$ cat src/rtl/acc_cpu_pkg.sv
package acc_cpu_pkg;

    localparam int OPC_W = 5;

    typedef enum logic [OPC_W-1:0] {
        OPC_STOP    = 5'd0,
        OPC_LD_IMM  = 5'd1,
        OPC_LD_DIR  = 5'd2,
        OPC_LD_IND  = 5'd3,
        OPC_LD_IDX  = 5'd4,
        OPC_LD_IX   = 5'd5,
        OPC_ST      = 5'd6,
        OPC_ADD     = 5'd7,
        OPC_SUB     = 5'd8,
        OPC_INC     = 5'd9,
        OPC_DEC     = 5'd10,
        OPC_CMP_MEM = 5'd11,
        OPC_CMP_IMM = 5'd12,
        OPC_JMP_EQ  = 5'd13,
        OPC_JMP_NE  = 5'd14,
        OPC_JMP     = 5'd15,
        OPC_SHL     = 5'd16,
        OPC_SHR     = 5'd17,
        OPC_IN      = 5'd18,
        OPC_OUT     = 5'd19,
        OPC_RET_INT = 5'd20
    } opcode_e;

    typedef enum logic [2:0] {
        ALU_B,
        ALU_ADD,
        ALU_SUB,
        ALU_INC,
        ALU_DEC,
        ALU_SHL,
        ALU_SHR
    } alu_op_e;

    typedef enum logic [3:0] {
        S_FETCH,
        S_IREAD,
        S_ILATCH,
        S_DECODE,
        S_EXEC,
        S_OREAD,
        S_OLATCH,
        S_APPLY,
        S_CHECK,
        S_PUSH,
        S_POPA,
        S_POPR,
        S_POPW,
        S_HALT
    } state_e;

    typedef struct packed {
        logic    mem_rd;
        logic    idx;
        logic    indir;
        alu_op_e alu_op;
        logic    wr_acc;
        logic    wr_ix;
        logic    wr_flag;
        logic    a_ix;
    } dec_t;

endpackage

$ cat src/rtl/acc_cpu_alu.sv
module acc_cpu_alu
    import acc_cpu_pkg::*;
#(
    parameter int DATA_W = 16
) (
    input  alu_op_e           op,
    input  logic [DATA_W-1:0] a,
    input  logic [DATA_W-1:0] b,
    output logic [DATA_W-1:0] y,
    output logic              eq
);
    localparam int SH_W = $clog2(DATA_W);

    logic [SH_W-1:0] amt;
    assign amt = b[SH_W-1:0];
    assign eq  = (a == b);

    always_comb begin
        case (op)
            ALU_ADD: y = a + b;
            ALU_SUB: y = a - b;
            ALU_INC: y = a + DATA_W'(1);
            ALU_DEC: y = a - DATA_W'(1);
            ALU_SHL: y = a << amt;
            ALU_SHR: y = a >> amt;
            default: y = b;
        endcase
    end
endmodule

$ cat src/rtl/acc_cpu_decode.sv
module acc_cpu_decode
    import acc_cpu_pkg::*;
(
    input  opcode_e opc,
    input  logic    sel_ix,
    output dec_t    dec
);
    always_comb begin
        dec = '0;
        dec.alu_op = ALU_B;
        case (opc)
            OPC_LD_IMM:  dec.wr_acc = 1'b1;
            OPC_LD_IX:   dec.wr_ix  = 1'b1;
            OPC_LD_DIR: begin
                dec.mem_rd = 1'b1;
                dec.wr_acc = 1'b1;
            end
            OPC_LD_IND: begin
                dec.mem_rd = 1'b1;
                dec.indir  = 1'b1;
                dec.wr_acc = 1'b1;
            end
            OPC_LD_IDX: begin
                dec.mem_rd = 1'b1;
                dec.idx    = 1'b1;
                dec.wr_acc = 1'b1;
            end
            OPC_ADD: begin
                dec.mem_rd = 1'b1;
                dec.alu_op = ALU_ADD;
                dec.wr_acc = 1'b1;
            end
            OPC_SUB: begin
                dec.mem_rd = 1'b1;
                dec.alu_op = ALU_SUB;
                dec.wr_acc = 1'b1;
            end
            OPC_INC, OPC_DEC: begin
                dec.alu_op = (opc == OPC_INC) ? ALU_INC : ALU_DEC;
                dec.a_ix   = sel_ix;
                dec.wr_ix  = sel_ix;
                dec.wr_acc = !sel_ix;
            end
            OPC_CMP_MEM: begin
                dec.mem_rd  = 1'b1;
                dec.wr_flag = 1'b1;
            end
            OPC_CMP_IMM: dec.wr_flag = 1'b1;
            OPC_SHL: begin
                dec.alu_op = ALU_SHL;
                dec.wr_acc = 1'b1;
            end
            OPC_SHR: begin
                dec.alu_op = ALU_SHR;
                dec.wr_acc = 1'b1;
            end
            default: dec = '0;
        endcase
    end
endmodule

$ cat src/rtl/acc_cpu_irq.sv
module acc_cpu_irq (
    input  logic clk,
    input  logic rst_n,
    input  logic irq,
    input  logic ack,
    output logic pending
);
    logic pend_d, pend_q;

    always_comb begin
        pend_d = (pend_q && !ack) || irq;
    end

    always_ff @(posedge clk or negedge rst_n) begin
        if (!rst_n) pend_q <= 1'b0;
        else        pend_q <= pend_d;
    end

    assign pending = pend_q;

    // a request is only acknowledged when one was latched
    a_r11_ack_pending: assert property (@(posedge clk) disable iff (!rst_n)
        ack |-> pend_q);
endmodule

$ cat src/rtl/acc_cpu.sv
module acc_cpu
    import acc_cpu_pkg::*;
#(
    parameter int DATA_W  = 16,
    parameter int ADDR_W  = 11,
    parameter int CHAR_W  = 8,
    parameter int IRQ_VEC = 1024
) (
    input  logic              clk,
    input  logic              rst_n,
    output logic              mem_re,
    output logic              mem_we,
    output logic [ADDR_W-1:0] mem_addr,
    output logic [DATA_W-1:0] mem_wdata,
    input  logic [DATA_W-1:0] mem_rdata,
    input  logic              irq,
    input  logic              in_valid,
    output logic              in_ready,
    input  logic [CHAR_W-1:0] in_data,
    output logic              out_valid,
    input  logic              out_ready,
    output logic [CHAR_W-1:0] out_data,
    output logic              halted
);
    localparam logic [ADDR_W-1:0] SP_TOP  = '1;
    localparam logic [ADDR_W-1:0] VEC_ADR = ADDR_W'(IRQ_VEC);

    typedef struct packed {
        state_e            state;
        logic [ADDR_W-1:0] pc;
        logic [ADDR_W-1:0] mar;
        logic [DATA_W-1:0] mdr;
        logic [DATA_W-1:0] cir;
        logic [DATA_W-1:0] acc;
        logic [DATA_W-1:0] ix;
        logic              flag;
        logic [ADDR_W-1:0] sp;
        logic              ie;
        logic [1:0]        cnt;
        logic              ind_done;
    } regs_t;

    regs_t r_d, r_q;

    opcode_e           opc;
    logic [ADDR_W-1:0] operand;
    dec_t              dec;
    logic [DATA_W-1:0] alu_a, alu_b, alu_y;
    logic              alu_eq;
    logic              irq_pend, irq_ack;

    assign opc     = opcode_e'(r_q.cir[DATA_W-1 -: OPC_W]);
    assign operand = r_q.cir[ADDR_W-1:0];

    acc_cpu_decode u_dec (
        .opc    (opc),
        .sel_ix (operand[0]),
        .dec    (dec)
    );

    assign alu_a = dec.a_ix ? r_q.ix : r_q.acc;
    assign alu_b = (r_q.state == S_APPLY) ? r_q.mdr : DATA_W'(operand);

    acc_cpu_alu #(.DATA_W(DATA_W)) u_alu (
        .op (dec.alu_op),
        .a  (alu_a),
        .b  (alu_b),
        .y  (alu_y),
        .eq (alu_eq)
    );

    acc_cpu_irq u_irq (
        .clk     (clk),
        .rst_n   (rst_n),
        .irq     (irq),
        .ack     (irq_ack),
        .pending (irq_pend)
    );

    always_comb begin
        r_d       = r_q;
        mem_re    = 1'b0;
        mem_we    = 1'b0;
        mem_addr  = r_q.mar;
        mem_wdata = r_q.acc;
        in_ready  = 1'b0;
        out_valid = 1'b0;
        irq_ack   = 1'b0;
        case (r_q.state)
            S_FETCH: begin
                r_d.mar   = r_q.pc;
                r_d.pc    = r_q.pc + 1'b1;
                r_d.state = S_IREAD;
            end
            S_IREAD: begin
                mem_re    = 1'b1;
                r_d.state = S_ILATCH;
            end
            S_ILATCH: begin
                r_d.mdr   = mem_rdata;
                r_d.state = S_DECODE;
            end
            S_DECODE: begin
                r_d.cir   = r_q.mdr;
                r_d.state = S_EXEC;
            end
            S_EXEC: begin
                r_d.state = S_CHECK;
                case (opc)
                    OPC_STOP: r_d.state = S_HALT;
                    OPC_ST: begin
                        mem_we   = 1'b1;
                        mem_addr = operand;
                    end
                    OPC_JMP:    r_d.pc = operand;
                    OPC_JMP_EQ: if (r_q.flag)  r_d.pc = operand;
                    OPC_JMP_NE: if (!r_q.flag) r_d.pc = operand;
                    OPC_IN: begin
                        in_ready = 1'b1;
                        if (in_valid) r_d.acc = DATA_W'(in_data);
                        else          r_d.state = S_EXEC;
                    end
                    OPC_OUT: begin
                        out_valid = 1'b1;
                        if (!out_ready) r_d.state = S_EXEC;
                    end
                    OPC_RET_INT: begin
                        r_d.cnt   = '0;
                        r_d.state = S_POPA;
                    end
                    default: begin
                        if (dec.mem_rd) begin
                            r_d.mar      = operand + (dec.idx ? r_q.ix[ADDR_W-1:0] : '0);
                            r_d.ind_done = 1'b0;
                            r_d.state    = S_OREAD;
                        end else begin
                            if (dec.wr_acc)  r_d.acc  = alu_y;
                            if (dec.wr_ix)   r_d.ix   = alu_y;
                            if (dec.wr_flag) r_d.flag = alu_eq;
                        end
                    end
                endcase
            end
            S_OREAD: begin
                mem_re    = 1'b1;
                r_d.state = S_OLATCH;
            end
            S_OLATCH: begin
                r_d.mdr   = mem_rdata;
                r_d.state = S_APPLY;
            end
            S_APPLY: begin
                if (dec.indir && !r_q.ind_done) begin
                    r_d.mar      = r_q.mdr[ADDR_W-1:0];
                    r_d.ind_done = 1'b1;
                    r_d.state    = S_OREAD;
                end else begin
                    if (dec.wr_acc)  r_d.acc  = alu_y;
                    if (dec.wr_flag) r_d.flag = alu_eq;
                    r_d.state = S_CHECK;
                end
            end
            S_CHECK: begin
                r_d.cnt   = '0;
                r_d.state = (irq_pend && r_q.ie) ? S_PUSH : S_FETCH;
            end
            S_PUSH: begin
                mem_we   = 1'b1;
                mem_addr = r_q.sp;
                case (r_q.cnt)
                    2'd0:    mem_wdata = DATA_W'(r_q.pc);
                    2'd1:    mem_wdata = r_q.acc;
                    2'd2:    mem_wdata = r_q.ix;
                    default: mem_wdata = DATA_W'(r_q.flag);
                endcase
                r_d.sp  = r_q.sp - 1'b1;
                r_d.cnt = r_q.cnt + 1'b1;
                if (r_q.cnt == 2'd3) begin
                    r_d.pc    = VEC_ADR;
                    r_d.ie    = 1'b0;
                    irq_ack   = 1'b1;
                    r_d.state = S_FETCH;
                end
            end
            S_POPA: begin
                r_d.sp    = r_q.sp + 1'b1;
                r_d.state = S_POPR;
            end
            S_POPR: begin
                mem_re    = 1'b1;
                mem_addr  = r_q.sp;
                r_d.state = S_POPW;
            end
            S_POPW: begin
                case (r_q.cnt)
                    2'd0:    r_d.flag = mem_rdata[0];
                    2'd1:    r_d.ix   = mem_rdata;
                    2'd2:    r_d.acc  = mem_rdata;
                    default: r_d.pc   = mem_rdata[ADDR_W-1:0];
                endcase
                r_d.cnt = r_q.cnt + 1'b1;
                if (r_q.cnt == 2'd3) begin
                    r_d.ie    = 1'b1;
                    r_d.state = S_CHECK;
                end else begin
                    r_d.state = S_POPA;
                end
            end
            default: r_d.state = S_HALT;
        endcase
    end

    always_ff @(posedge clk or negedge rst_n) begin
        if (!rst_n) begin
            r_q       <= '0;
            r_q.state <= S_FETCH;
            r_q.sp    <= SP_TOP;
            r_q.ie    <= 1'b1;
        end else begin
            r_q <= r_d;
        end
    end

    assign out_data = r_q.acc[CHAR_W-1:0];
    assign halted   = (r_q.state == S_HALT);

    // one port, never read and write together
    a_r2_no_rw_clash: assert property (@(posedge clk) disable iff (!rst_n)
        !(mem_re && mem_we));

    // the fetch step advances the program counter by one
    a_r2_fetch_inc: assert property (@(posedge clk) disable iff (!rst_n)
        (r_q.state == S_FETCH) |=> (r_q.pc == $past(r_q.pc) + 1'b1));

    // an offered character stays put until taken
    a_r9_out_hold: assert property (@(posedge clk) disable iff (!rst_n)
        (out_valid && !out_ready) |=> (out_valid && $stable(out_data)));

    // halt is sticky and silent
    a_r10_halt_sticky: assert property (@(posedge clk) disable iff (!rst_n)
        halted |=> halted);
    a_r10_halt_quiet: assert property (@(posedge clk) disable iff (!rst_n)
        halted |-> (!mem_re && !mem_we && !in_ready && !out_valid));

    // stacking begins only at an instruction boundary
    a_r11_boundary: assert property (@(posedge clk) disable iff (!rst_n)
        $rose(r_q.state == S_PUSH) |-> ($past(r_q.state) == S_CHECK));

    // a restored frame leaves interrupts enabled
    a_r12_ie_back: assert property (@(posedge clk) disable iff (!rst_n)
        (r_q.state == S_POPW && r_q.cnt == 2'd3) |=> r_q.ie);
endmodule

$ cat config.mk
export PLATFORM = sky130hd
export DESIGN_NAME = acc_cpu
export DESIGN_NICKNAME = d
export VERILOG_FILES = /design/src/rtl/acc_cpu_pkg.sv /design/src/rtl/acc_cpu_alu.sv /design/src/rtl/acc_cpu_decode.sv /design/src/rtl/acc_cpu_irq.sv /design/src/rtl/acc_cpu.sv
export SDC_FILE = /design/constraint.sdc
export NUM_CORES = 1
export LEC_CHECK = 0
export ABC_AREA = 1
export BUFFER_PORTS_ARGS = -buffer_cell sky130_fd_sc_hd__buf_2
export CAP_MARGIN = 0
export CORE_MARGIN = 2
export CORE_UTILIZATION = 40
export CTS_BUF_LIST = sky130_fd_sc_hd__clkbuf_8 sky130_fd_sc_hd__clkbuf_16
export DETAILED_ROUTE_END_ITERATION = 12
export PLACE_DENSITY = 0.65
export REMOVE_ABC_BUFFERS = 1
export SYNTH_ARGS = -nofsm -noshare
export SYNTH_HDL_FRONTEND = slang
export SYNTH_SLANG_ARGS = --single-unit
$ cat constraint.sdc
create_clock -name clk -period 7.8 [get_ports clk]
set_clock_uncertainty 0.1 [all_clocks]
set_input_delay 0.39 -clock clk [delete_from_list [all_inputs] [get_ports clk]]
set_output_delay 0.39 -clock clk [all_outputs]
set_load 0.03 [all_outputs]
# Yosys cells after proc, flatten, opt, wreduce, memory -nomap -nowiden
# Index checks and enable logic that the tools add are counted.
# word_totals
input_bits,29
register_bits,107
out_inout_bits,40
word_cells,193
# classes
reduce_logical,38
shift,2
addsub,9
muxes,69
eq_ne,62
# op_table
operator,count
16-bit two-way mux,9
16-bit one-hot mux with 3 select lines,2
16-bit one-hot mux with 6 select lines,1
11-bit two-way mux,8
11-bit one-hot mux with 3 select lines,2
16-bit one-hot mux with 2 select lines,2
4-bit one-hot mux with 13 select lines,1
11-bit one-hot mux with 2 select lines,2
11-bit one-hot mux with 4 select lines,1
"5-bit by 4-bit equality test with 1-bit output, second input constant",8
33-bit two-way mux,1
"5-bit equality test, second input constant",5
"4-bit equality test, second input constant",6
"11-bit by 1-bit adder with 11-bit output, second input constant",2
1-bit two-way mux,21
"5-bit by 3-bit equality test with 1-bit output, second input constant",4
4-bit two-way mux,5
4-bit one-hot mux with 5 select lines,1
"2-bit != test, second input constant",9
17-bit two-way mux,1
"16-bit by 1-bit adder with 16-bit output, second input constant",1
16-bit adder,1
16-bit equality test,1
"4-bit by 3-bit equality test with 1-bit output, second input constant",4
other kinds (47),82

# Logic depth before layout (Yosys ltp)
# Gate-level depths: netlist of the first run.
# depth
depth_word,10
mapped_depth,33
mapped_depth_nobuf,31

# By module
# Synthesis of the first run repeated with hierarchy kept, for this count alone.
# hier_totals
hier_cells,1959
hier_area_um2,11758.8
# modules_own_cells
module,cells_per_inst,seq_area_each_um2,instances,area_per_inst_um2
acc_cpu,1172,2667.6,1,7764.9
acc_cpu_alu,735,0.0,1,3732.3
acc_cpu_decode,47,0.0,1,221.5
acc_cpu_irq,5,25.0,1,40.0

# Least setup slack after synthesis of the first run
# No wires, ideal clock.
# synth_timing
path_type,register -> register
start,reg r_q[102] (netlist name)
end,reg r_q[45] (netlist name)
path_stages_with_launch,33
setup_time_ns,0.121
required_ns,7.579
path_buffers,2
t_arrival_ns,3.665
period_less_slack_ns,3.886
slack_ns,3.914
cell_sequence,dfrtp_1 -> nand2_1 -> inv_2 -> nand2_2 -> nand2_1 -> nand2_2 -> inv_2 -> buf_2 -> buf_4 -> ha_1 -> inv_1 -> nor2_1 -> nand3_1 -> nand2_1 -> o21ai_0 -> nand2_1 -> nand2_1 -> ha_1 -> nand2_1 -> nor3_1 -> nand2_1 -> nand2_1 -> a21oi_1 -> o21ai_0 -> nand2_1 -> nand2_1 -> nand2_1 -> nand3_1 -> nand4_1 -> nand2_1 -> nand2_1 -> nand2_1 -> a21oi_1
# synth_via
elab_chain_len,8
elab_cells_between_ends,21
cone_classes,2 x add/sub; 8 x eq/ne; 2 x shift; 7 x mux; 2 x reduce/logical
# synth_lines
item,line,text
start: declaration,acc_cpu.sv:43,"regs_t r_d, r_q;"
start signal: assignment,acc_cpu.sv:220,r_q <= r_d;
4-bit by 3-bit equality test with 1-bit output,"acc_cpu.sv:62, acc_cpu.sv:89",
16-bit two-way mux,acc_cpu.sv:62,assign alu_b = (r_q.state == S_APPLY) ? r_q.mdr : DATA_W'(operand);
16-bit subtractor (tied with other cells),acc_cpu_alu.sv:21,ALU_SUB: y = a - b;
16-bit one-hot mux with 6 select lines,acc_cpu_alu.sv:19,case (op)
16-bit two-way mux,"acc_cpu.sv:137, acc_cpu.sv:158",
33-bit two-way mux,acc_cpu.sv:132,if (dec.mem_rd) begin
16-bit one-hot mux with 2 select lines,acc_cpu.sv:109,case (opc)
16-bit one-hot mux with 3 select lines,acc_cpu.sv:89,case (r_q.state)
# Parallel ways exist; a longest one is shown, timed or not. The select of a mux whose other input is x is not followed.
# A chain may end at the register's enable or synchronous reset.

# Worst setup path in the final report of the first run
# layout_timing
start,reg r_q[105] (netlist name)
end,reg r_q[27] (netlist name)
# layout_via
elab_chain_len,8
elab_cells_between_ends,19
cone_classes,2 x add/sub; 7 x eq/ne; 2 x shift; 6 x mux; 2 x reduce/logical
# layout_lines
item,line,text
4-bit by 3-bit equality test with 1-bit output,acc_cpu.sv:62,
16-bit two-way mux,acc_cpu.sv:62,
16-bit subtractor (tied with other cells),acc_cpu_alu.sv:21,
16-bit one-hot mux with 6 select lines,acc_cpu_alu.sv:19,
16-bit two-way mux,acc_cpu.sv:138,if (dec.wr_ix) r_d.ix = alu_y;
33-bit two-way mux,acc_cpu.sv:132,
17-bit two-way mux,acc_cpu.sv:109,
16-bit one-hot mux with 2 select lines,acc_cpu.sv:89,
# Parallel ways exist; a longest one is shown, timed or not. The select of a mux whose other input is x is not followed.

==> impl_metrics.json, run 1 <==
{
  "dp_hpwl_mm": 30.8,
  "cts_buffer_depth": 2,
  "initial_core_util": 0.406,
  "synth_flop_cell": "dfrtp_1",
  "status": "finished clean",
  "antenna_cells": 0,
  "gp_congestion": 0.981,
  "clk_latency_ns": 0.36,
  "rsz0062_at_grt": "no",
  "critPathCaptureType": "flop",
  "syn_avg_cell_area_um2": 6.30,
  "synth_most_common_cell": "nand2_1",
  "start_kind": "flop",
  "relSlewSlack": 0.271,
  "syn_area_um2": 10900,
  "ioPinCount": 69,
  "maxCapViolations": 0,
  "synthTopCellsByArea": "dfrtp_1 22%, nand2_1 14%, nand3_1 8.7%",
  "synth.largest_area_cell": "dfrtp_1",
  "grt_pass1_wl_mm": 61.1,
  "die_x_um": 169,
  "drc": 0,
  "cts-buffers-inserted": 9,
  "htreeDepth": 3,
  "overflow": 0,
  "period_share": 0.685,
  "synth-seq-cells": 107,
  "setup_slack_ns": 2.46,
  "r2r_slack_ns": 2.46,
  "viasPerCell": 5.65,
  "path_clk_slew_ns": 0.08,
  "place_ws_ns": 2.51,
  "maxSlewViolCount": 0,
  "antenna_found_initial": 0,
  "drive_gt1_frac": 0.103,
  "dp_cells": 2081,
  "avgRoutedWirePerCell_um": 18.4,
  "min_period_ns": 5.34,
  "synth.distinct_cells": 55,
  "root_buffer": "clkbuf_16",
  "post_cts_buffers": 0,
  "worstPathMaxFanout": 35,
  "finalNetCount": 1841,
  "vias": 11844,
  "ys_warn_count": 0,
  "multi_input_area_um2": 6980,
  "worstMarginPinSlew_ns": 1.09,
  "hold_path.class": "in2reg",
  "instances_no_fill": 2098,
  "fmax_mhz": 187,
  "chipHeight_um": 169,
  "hp-start": "irq",
  "place.port_buffers": 68,
  "holdWs_ns": 0.130,
  "num_rows": 60,
  "ant_nets": 0,
  "final-seq-area_um2": 2690,
  "dr.first_iter.drc_count": 1013,
  "crit_family": "simple AND/OR/NAND/NOR gates",
  "slowest_stage": "nand2_2",
  "dr.pass1.iters": 6,
  "grt_pass1_vias": 11448,
  "coreArea_um2": 26800,
  "netlist_instances": 1728,
  "timing.setup.tns_ns": 0,
  "cp.arrival_ns": 5.47,
  "async_reset_ff_frac": 1.00,
  "routed_wl_mm": 38.6,
  "hold_viol": 0,
  "grt_max_degree": 75,
  "synth_edf_count": 0,
  "r2r-start": "r_q[105]",
  "slowest_delay_ns": 0.57,
  "synth_common_cells": "417 x nand2_1, 208 x inv_1, 202 x nor2_1",
  "cp_num_buf_inv": 6,
  "area_growth_pct": 7.83,
  "ys_seq_area_frac": 0.247,
  "crit_start": "r_q[105]",
  "nFillCells": 2898,
  "critical_path_class": "reg2reg",
  "numClockSinks": 107,
  "yosysTopAreaCellShare": 0.218,
  "required_ns": 7.93,
  "grt_use_total": 0.272,
  "dieArea_um2": 28500,
  "cts_tree": "built",
  "report.final.setup_viol": 0
}
sequential cells by signal (all words and copies together), names as in the netlist:
signal	count
u_irq.pending	1
opc	5
out_data	8
r_q	82
operand	11
logic make-up after synthesis:
logic type               synth area share
adder cells (fa/ha/maj)            0.0718
AO/OA/AOI/OAI                       0.193
XOR/XNOR                           0.0169
buffers and inverters               0.111
multiplexers                      0.00103
AND/OR/NAND/NOR                     0.359
flip-flops                          0.247
stage by stage:
| step | area (um2) | util |
|---|---|---|
| global placement | 11400 | 0.425 |
| CTS | 11700 | 0.438 |
| floorplan | 10500 | - |
| finish | 11700 | 0.438 |
| detailed placement | 11400 | 0.425 |
| global route | 11700 | 0.438 |
layout make-up:
class	instances	area share
clock inverters	5	0.00587
flip-flops and latches	107	0.229
clock buffers	11	0.0215
inverters	227	0.0726
well taps	341	0.0364
multi-input cells	1324	0.595
repair buffers	83	0.0390
worst reg2reg max path, cell delays in order, from the launching register on:
cell and delay (ns):
dfrtp_1 0.47, inv_2 0.13, nand2_2 0.09, nor2_4 0.42, nand2_1 0.17, nand2_2 0.57
inv_2 0.45, ha_1 0.33, inv_1 0.06, nor2_1 0.07, inv_1 0.09, nor2_1 0.05
nand2_1 0.13, inv_1 0.07, o21ai_0 0.14, o21ai_0 0.10, ha_1 0.35, inv_1 0.07
o21bai_1 0.14, a21oi_1 0.08, o21ai_0 0.47, xnor2_1 0.23, nor2_1 0.06, nor2_1 0.16
nand3_1 0.10, nand2_1 0.07, a22oi_1 0.06
path summary, 6_finish.rpt:
path,end,depth (start not counted)
worst max-delay path,r_q[27],26
worst max register to register,r_q[27],26
worst min register to register,r_q[0],2
min in group asynchronous,r_q[86],2
worst min-delay path,u_irq.pending,2
max in group asynchronous,opc[0],3
metal layers:
| layer | part of all wire | wire length (um) | GRT usage | up-vias |
|---|---|---|---|---|
| met2 | 0.47 | 18000 | 0.452 | 403 |
| met4 | 0.038 | 1460 | 0.108 | 0 |
| li1 | - | - | - | 5802 |
| met5 | 0 | 0 | 0 | - |
| met3 | 0.058 | 2240 | 0.0372 | 84 |
| met1 | 0.44 | 16900 | 0.358 | 5555 |
layout by cell type, fill, tap and decap left out, types with 3 or more instances in the layout:
cell type and instances:
xnor2_1 10, o21bai_1 8, nand3b_1 4, a211oi_1 13, inv_2 16, xor2_1 11
a21oi_1 87, a22oi_1 11, ha_1 56, o211ai_1 22, nand2_4 3, nand4_1 14
inv_1 208, o21ai_0 111, nand2_2 17, clkbuf_16 9, nand2_1 417, a21o_1 4
nand3_1 189, a31oi_1 11, o21a_1 3, o22ai_1 9, nor3_1 17, or2_2 10
dfstp_2 12, buf_2 67, o221ai_1 30, o21ai_1 13, clkinv_1 3, fa_1 4
a221oi_1 7, nor2_4 5, nor2_1 202, dfrtp_1 95, nand3_2 5, buf_4 15
nor2_2 6, nor4_1 5, o2111ai_1 3
what timing repair did:
| action | 4_1_cts | 5_1_grt |
|---|---|---|
| endpoints found under the hold margin | 21 | 0 |
| endpoints found under the setup margin | 0 | 0 |
| hold buffers | 1 | 0 |
| resized for setup | 0 | 0 |
Power of run 1 is not shown: default switching activity piles up to over one toggle a cycle in this logic, so the estimate is an artifact.
==> inputs of run 2 (changes only) <==
Settings changed: ABC_AREA 1 to 0, PLACE_DENSITY 0.65 to 0.67.
Clock period 7.8 ns to 4.61 ns, I/O delays scaled along.
==> run 2 against run 1 <==
Net effect:
- global-route usage rose by 4.3 points
- register-to-register slack got worse by 2.2 ns
- design area rose by 8.0%
- hold slack got worse by 0.099 ns
- setup slack got worse by 2.2 ns
- clock-buffer cell count fell by 2
- sequential share of layout area fell by 1.7 points
- first-iteration DRC count rose by 48%
==> impl_metrics.json, run 2 <==
{
  "crit_family": "simple AND/OR/NAND/NOR gates",
  "die_x_um": 172,
  "syn_area_um2": 11300,
  "synth_flop_cell": "dfrtp_1",
  "period_share": 0.949,
  "worstMarginPinSlew_ns": 1.24,
  "synth_common_cells": "168 x nand2_1, 105 x a21oi_1, 105 x o21ai_0",
  "maxSlewViolCount": 0,
  "antenna_found_initial": 0,
  "ys_warn_count": 0,
  "dr.first_iter.drc_count": 1502,
  "antenna_cells": 0,
  "grt_pass1_vias": 11551,
  "nFillCells": 2845,
  "dp_hpwl_mm": 35.8,
  "drc": 0,
  "required_ns": 4.76,
  "relSlewSlack": 0.175,
  "place.port_buffers": 68,
  "cp.arrival_ns": 4.52,
  "critical_path_class": "reg2reg",
  "viasPerCell": 6.45,
  "instances_no_fill": 1884,
  "path_cells": "buf_4 -> nand4b_4 -> buf_4 -> o41ai_2 -> buf_4 -> a21boi_0 -> buf_4 -> xor2_1 -> o21ai_0 -> ha_1 -> or3_1 -> or3_1 -> o21ai_0 -> xor2_1 -> nor2_1 -> nor4_2 -> o21ai_0",
  "cts_buffer_depth": 2,
  "grt_pass1_wl_mm": 70.2,
  "dieArea_um2": 29500,
  "multi_input_area_um2": 8060,
  "synth.distinct_cells": 85,
  "ioPinCount": 69,
  "layout_commonest_cell": "nand2_1",
  "slowest_delay_ns": 0.39,
  "maxCapViolations": 0,
  "critPathCaptureType": "flop",
  "regMostFlops": "r_q",
  "hold_viol": 0,
  "vias": 12150,
  "hold_path.class": "in2reg",
  "report.final.setup_viol": 0,
  "cts_tree": "built",
  "async_reset_ff_frac": 1.00,
  "avgRoutedWirePerCell_um": 24.7,
  "grt_use_total": 0.315,
  "utilization": 0.456,
  "syn_avg_cell_area_um2": 7.86,
  "root_buffer": "clkbuf_16",
  "htreeDepth": 3,
  "yosysTopAreaCellShare": 0.211,
  "chipHeight_um": 172,
  "synth_most_common_cell": "nand2_1",
  "ant_nets": 0,
  "layout_common_cells": "168 x nand2_1, 105 x a21oi_1, 102 x o21ai_0",
  "synth_edf_count": 0,
  "min_period_ns": 4.37,
  "final-seq-area_um2": 2690,
  "area_growth_pct": 12.4,
  "drive_gt1_frac": 0.165,
  "gp_congestion": 1.08,
  "synth.largest_area_cell": "dfrtp_1",
  "finalNetCount": 1590,
  "slowest_stage": "dfrtp_1",
  "place_ws_ns": 0.00881,
  "clk_latency_ns": 0.37,
  "fmax_mhz": 229,
  "setup_slack_ns": 0.236,
  "synthTopCellsByArea": "dfrtp_1 21%, ha_1 6.2%, nand2_1 5.6%",
  "crit_top_cell": "buf_4",
  "dp_cells": 1864,
  "cp_num_buf_inv": 4,
  "worstPathMaxFanout": 17,
  "num_rows": 61,
  "dr.pass1.iters": 7,
  "coreArea_um2": 27800,
  "initial_core_util": 0.406,
  "largest_reg_flops": 82,
  "numClockSinks": 107,
  "grt_max_degree": 75,
  "start_kind": "flop",
  "path_clk_slew_ns": 0.08,
  "netlist_instances": 1434,
  "ys_seq_area_frac": 0.239,
  "routed_wl_mm": 46.4,
  "overflow": 0,
  "cts-buffers-inserted": 9,
  "synth-seq-cells": 107,
  "status": "finished clean",
  "rsz0062_at_grt": "no"
}
## run 2: cell types whose count changed after synthesis, moves of 19 or more
cell and change:
a222oi_1 +22, nor2b_1 +23, and2_1 +20, mux2_2 +36, nand2_1 -249, inv_1 -176
mux2i_1 +54, clkbuf_1 +26, xnor2_1 +21, nand3_1 -137, a21o_1 +31, nand2b_1 +19
nor2_1 -107, nor3_1 +19
## run 2: worst paths after layout
kind	start	depth (start not counted)	slack, ns	endpoint
worst min-delay path	mem_rdata[12]	2	0.03	r_q[76]
max in group asynchronous	rst_n	3	2.88	r_q[96]
min in group asynchronous	rst_n	2	0.47	r_q[95]
worst max register to register	r_q[105]	17	0.24	r_q[29]
worst min register to register	r_q[87]	2	0.39	r_q[87]
worst max-delay path	r_q[105]	17	0.24	r_q[29]
## run 2: logic make-up after synthesis
group                      count (synthesis)  share of synthesized area
and+or+nand+nor                          498                      0.215
AOI/OAI and AO/OA                        485                      0.291
adders and majority gates                 60                     0.0692
DFF                                      107                      0.239
muxes                                     97                     0.0952
xor gates and xnor gates                  50                     0.0388
buffers and inverters                    137                     0.0520
## run 2: what timing repair did
action                                 in CTS  in global routing
endpoints found under the hold margin      62                  0
hold buffers                                2                  0
buffers inserted                            0                  2
setup endpoints to repair                   2                 11
pin swaps                                   0                  4
resized for setup                           1                  9
## run 2: through the flow
stage	area (um2)	TNS (ns)	hold slack, ns
2_1_floorplan	10800	-56.18	-0.165
3_3_place_gp	12300	0	0.315
3_5_place_dp	12300	0	0.326
4_1_cts	12600	0	0.0298
5_1_grt	12700	0	0.0423
6_report	12700	0	0.0311
## run 2: per-layer routing
layer | vias up | global-route usage | wire (um)
li1 | 5521 | - | -
met1 | 5861 | 0.421 | 19500
met2 | 665 | 0.519 | 21400
met3 | 103 | 0.0410 | 3820
met4 | 0 | 0.121 | 1770
met5 | - | 0 | 0
## run 2: worst reg2reg max path, delay by kind of cell, from the launching register on
kind | cells | cell delay (ns)
xor gates and xnor gates | 2 | 0.38
AOI/OAI and AO/OA | 5 | 1.05
adders and majority gates | 1 | 0.23
buffers and inverters | 4 | 0.80
and+or+nand+nor | 5 | 1.32
DFF | 1 | 0.39
## run 2: cell type report
type,count,area share
Clock buffer,9,0.0178
Sequential cell,107,0.213
Tap cell,378,0.0373
Inverter,35,0.0106
Clock inverter,7,0.00415
Timing Repair Buffer,158,0.0811
Multi-Input combinational cell,1190,0.637
Power of run 2 is left out for the same reason.
==> inputs of run 3 (changes only) <==
Settings changed: CTS_BUF_LIST sky130_fd_sc_hd__clkbuf_8 sky130_fd_sc_hd__clkbuf_16 to sky130_fd_sc_hd__clkbuf_4.
==> run 3 against run 2 <==
Net effect:
- setup slack improved by 0.0073 ns
- hold slack improved by 0.00073 ns
- sequential share of layout area decreased by 0.15 points
- via count increased by 0.62%
- register-to-register slack about the same
- core utilization increased by 0.32 points
- wire length increased by 0.39%
- critical endpoint is now r_q[40]
- first-iteration DRC count increased by 5.6%
==> impl_metrics.json, run 3 (same netlist as run 2, synthesis figures left out) <==
{
  "status": "finished clean",
  "ant_nets": 0,
  "gp_congestion": 1.08,
  "relSlewSlack": 0.173,
  "regMostFlops": "r_q",
  "holdWs_ns": 0.0318,
  "grt_util_met3": 0.0417,
  "maxCapViolations": 0,
  "placed_area_um2": 12300,
  "grt_max_degree": 75,
  "numClockSinks": 107,
  "avgRoutedWirePerCell_um": 24.4,
  "chipHeight_um": 172,
  "vias": 12225,
  "worstPathMaxFanout": 12,
  "grt_use_total": 0.315,
  "required_ns": 4.92,
  "slowest_delay_ns": 0.43,
  "largest_reg_flops": 82,
  "antenna_found_initial": 1,
  "busiest_layer": "met2",
  "dieArea_um2": 29500,
  "critical_path_class": "reg2reg",
  "place.port_buffers": 68,
  "fmax_mhz": 229,
  "crit_family": "compound AO/OA/AOI/OAI gates",
  "period_share": 0.947,
  "drc": 0,
  "ioPinCount": 69,
  "dr.pass1.iters": 10,
  "final_area_um2": 12800,
  "worstMarginPinSlew_ns": 1.24,
  "cts-buffers-inserted": 9,
  "num_rows": 61,
  "grt_pass1_vias": 11714,
  "coreArea_um2": 27800,
  "htreeDepth": 3,
  "setup_slack_ns": 0.243,
  "clk_latency_ns": 0.52,
  "routed_wl_mm": 46.6,
  "path_clk_slew_ns": 0.18,
  "grt_pass1_wl_mm": 70.3,
  "use_met1": 0.419,
  "finalNetCount": 1614,
  "hold_viol": 0,
  "hold_path.class": "in2reg",
  "dp_hpwl_mm": 35.8,
  "cp.arrival_ns": 4.67,
  "layout_commonest_cell": "nand2_1",
  "use_met2": 0.521,
  "place_ws_ns": 0.00881,
  "die_x_um": 172,
  "initial_core_util": 0.406,
  "viasPerCell": 6.40,
  "area_growth_pct": 13.1,
  "overflow": 0,
  "timing.setup.tns_ns": 0,
  "cp_num_buf_inv": 4,
  "slowest_stage": "dfrtp_1",
  "cts_buffer_depth": 2,
  "root_buffer": "clkbuf_4",
  "path_cells": "and4b_4 -> mux2_1 -> inv_2 -> buf_4 -> buf_6 -> nand3_1 -> xnor2_1 -> o21ai_0 -> ha_1 -> o21a_1 -> o31a_1 -> o21ai_0 -> a21oi_1 -> xnor2_1 -> o221ai_1 -> nor4b_2 -> buf_4 -> o221ai_1",
  "critPathCaptureType": "flop",
  "cts_tree": "built",
  "min_period_ns": 4.37,
  "layout_common_cells": "168 x nand2_1, 105 x a21oi_1, 102 x o21ai_0",
  "report.final.setup_viol": 0,
  "drive_gt1_frac": 0.163,
  "start_kind": "flop",
  "maxSlewViolCount": 0,
  "dr.first_iter.drc_count": 1586,
  "rsz0062_at_grt": "no"
}
[run 3: what timing repair did]
action / CTS / global route
setup endpoints to repair: 2 / 11
resized for setup: 1 / 10
cloned: 0 / 0
hold buffers: 25 / 0
setup buffers: 0 / 3
pin swaps: 0 / 4
endpoints found under the hold margin: 103 / 0
[run 3: tightest hold or removal path: cells and delay by family]
| kind | cells | cell delay [ns] |
|---|---|---|
| AOI/OAI and AO/OA | 2 | 0.26 |
| buffers and inverters | 1 | 0.11 |
[run 3: per-stage QoR]
step,utilization,cells
after global routing,0.459,1909
after floorplan,-,1332
after CTS,0.457,1905
after detailed placement,0.443,1864
after global placement,0.443,1864
final,0.459,1909
[run 3: area by class of cell]
| cell class | instances | area [um2] |
|---|---|---|
| clock buffer | 10 | 75.1 |
| antenna | 1 | 2.50 |
| clock inverter | 6 | 48.8 |
| timing repair buffer | 182 | 1260 |
| inverter | 35 | 134 |
| sequential | 107 | 2690 |
| multi-input combinational | 1190 | 8070 |
| fill | 2849 | 15000 |
| tap | 378 | 473 |
[run 3: per-layer routing]
metal	wire length, um	up-vias
met1	19200	5863
met5	0	-
met2	21600	682
li1	-	5568
met4	1830	0
met3	3990	112
[run 3: worst paths after layout]
path                       startpoint           to  slack [ns]  cells after the start
max                          r_q[105]      r_q[40]        0.24                     18
min                        in_data[7]  out_data[7]        0.03                      3
max reg2reg                  r_q[105]      r_q[40]        0.24                     18
min reg2reg                   r_q[88]      r_q[88]        0.40                      2
max in group asynchronous       rst_n   operand[5]        3.06                      3
min in group asynchronous       rst_n      r_q[95]        0.29                      2
Power of run 3 is left out for the same reason.
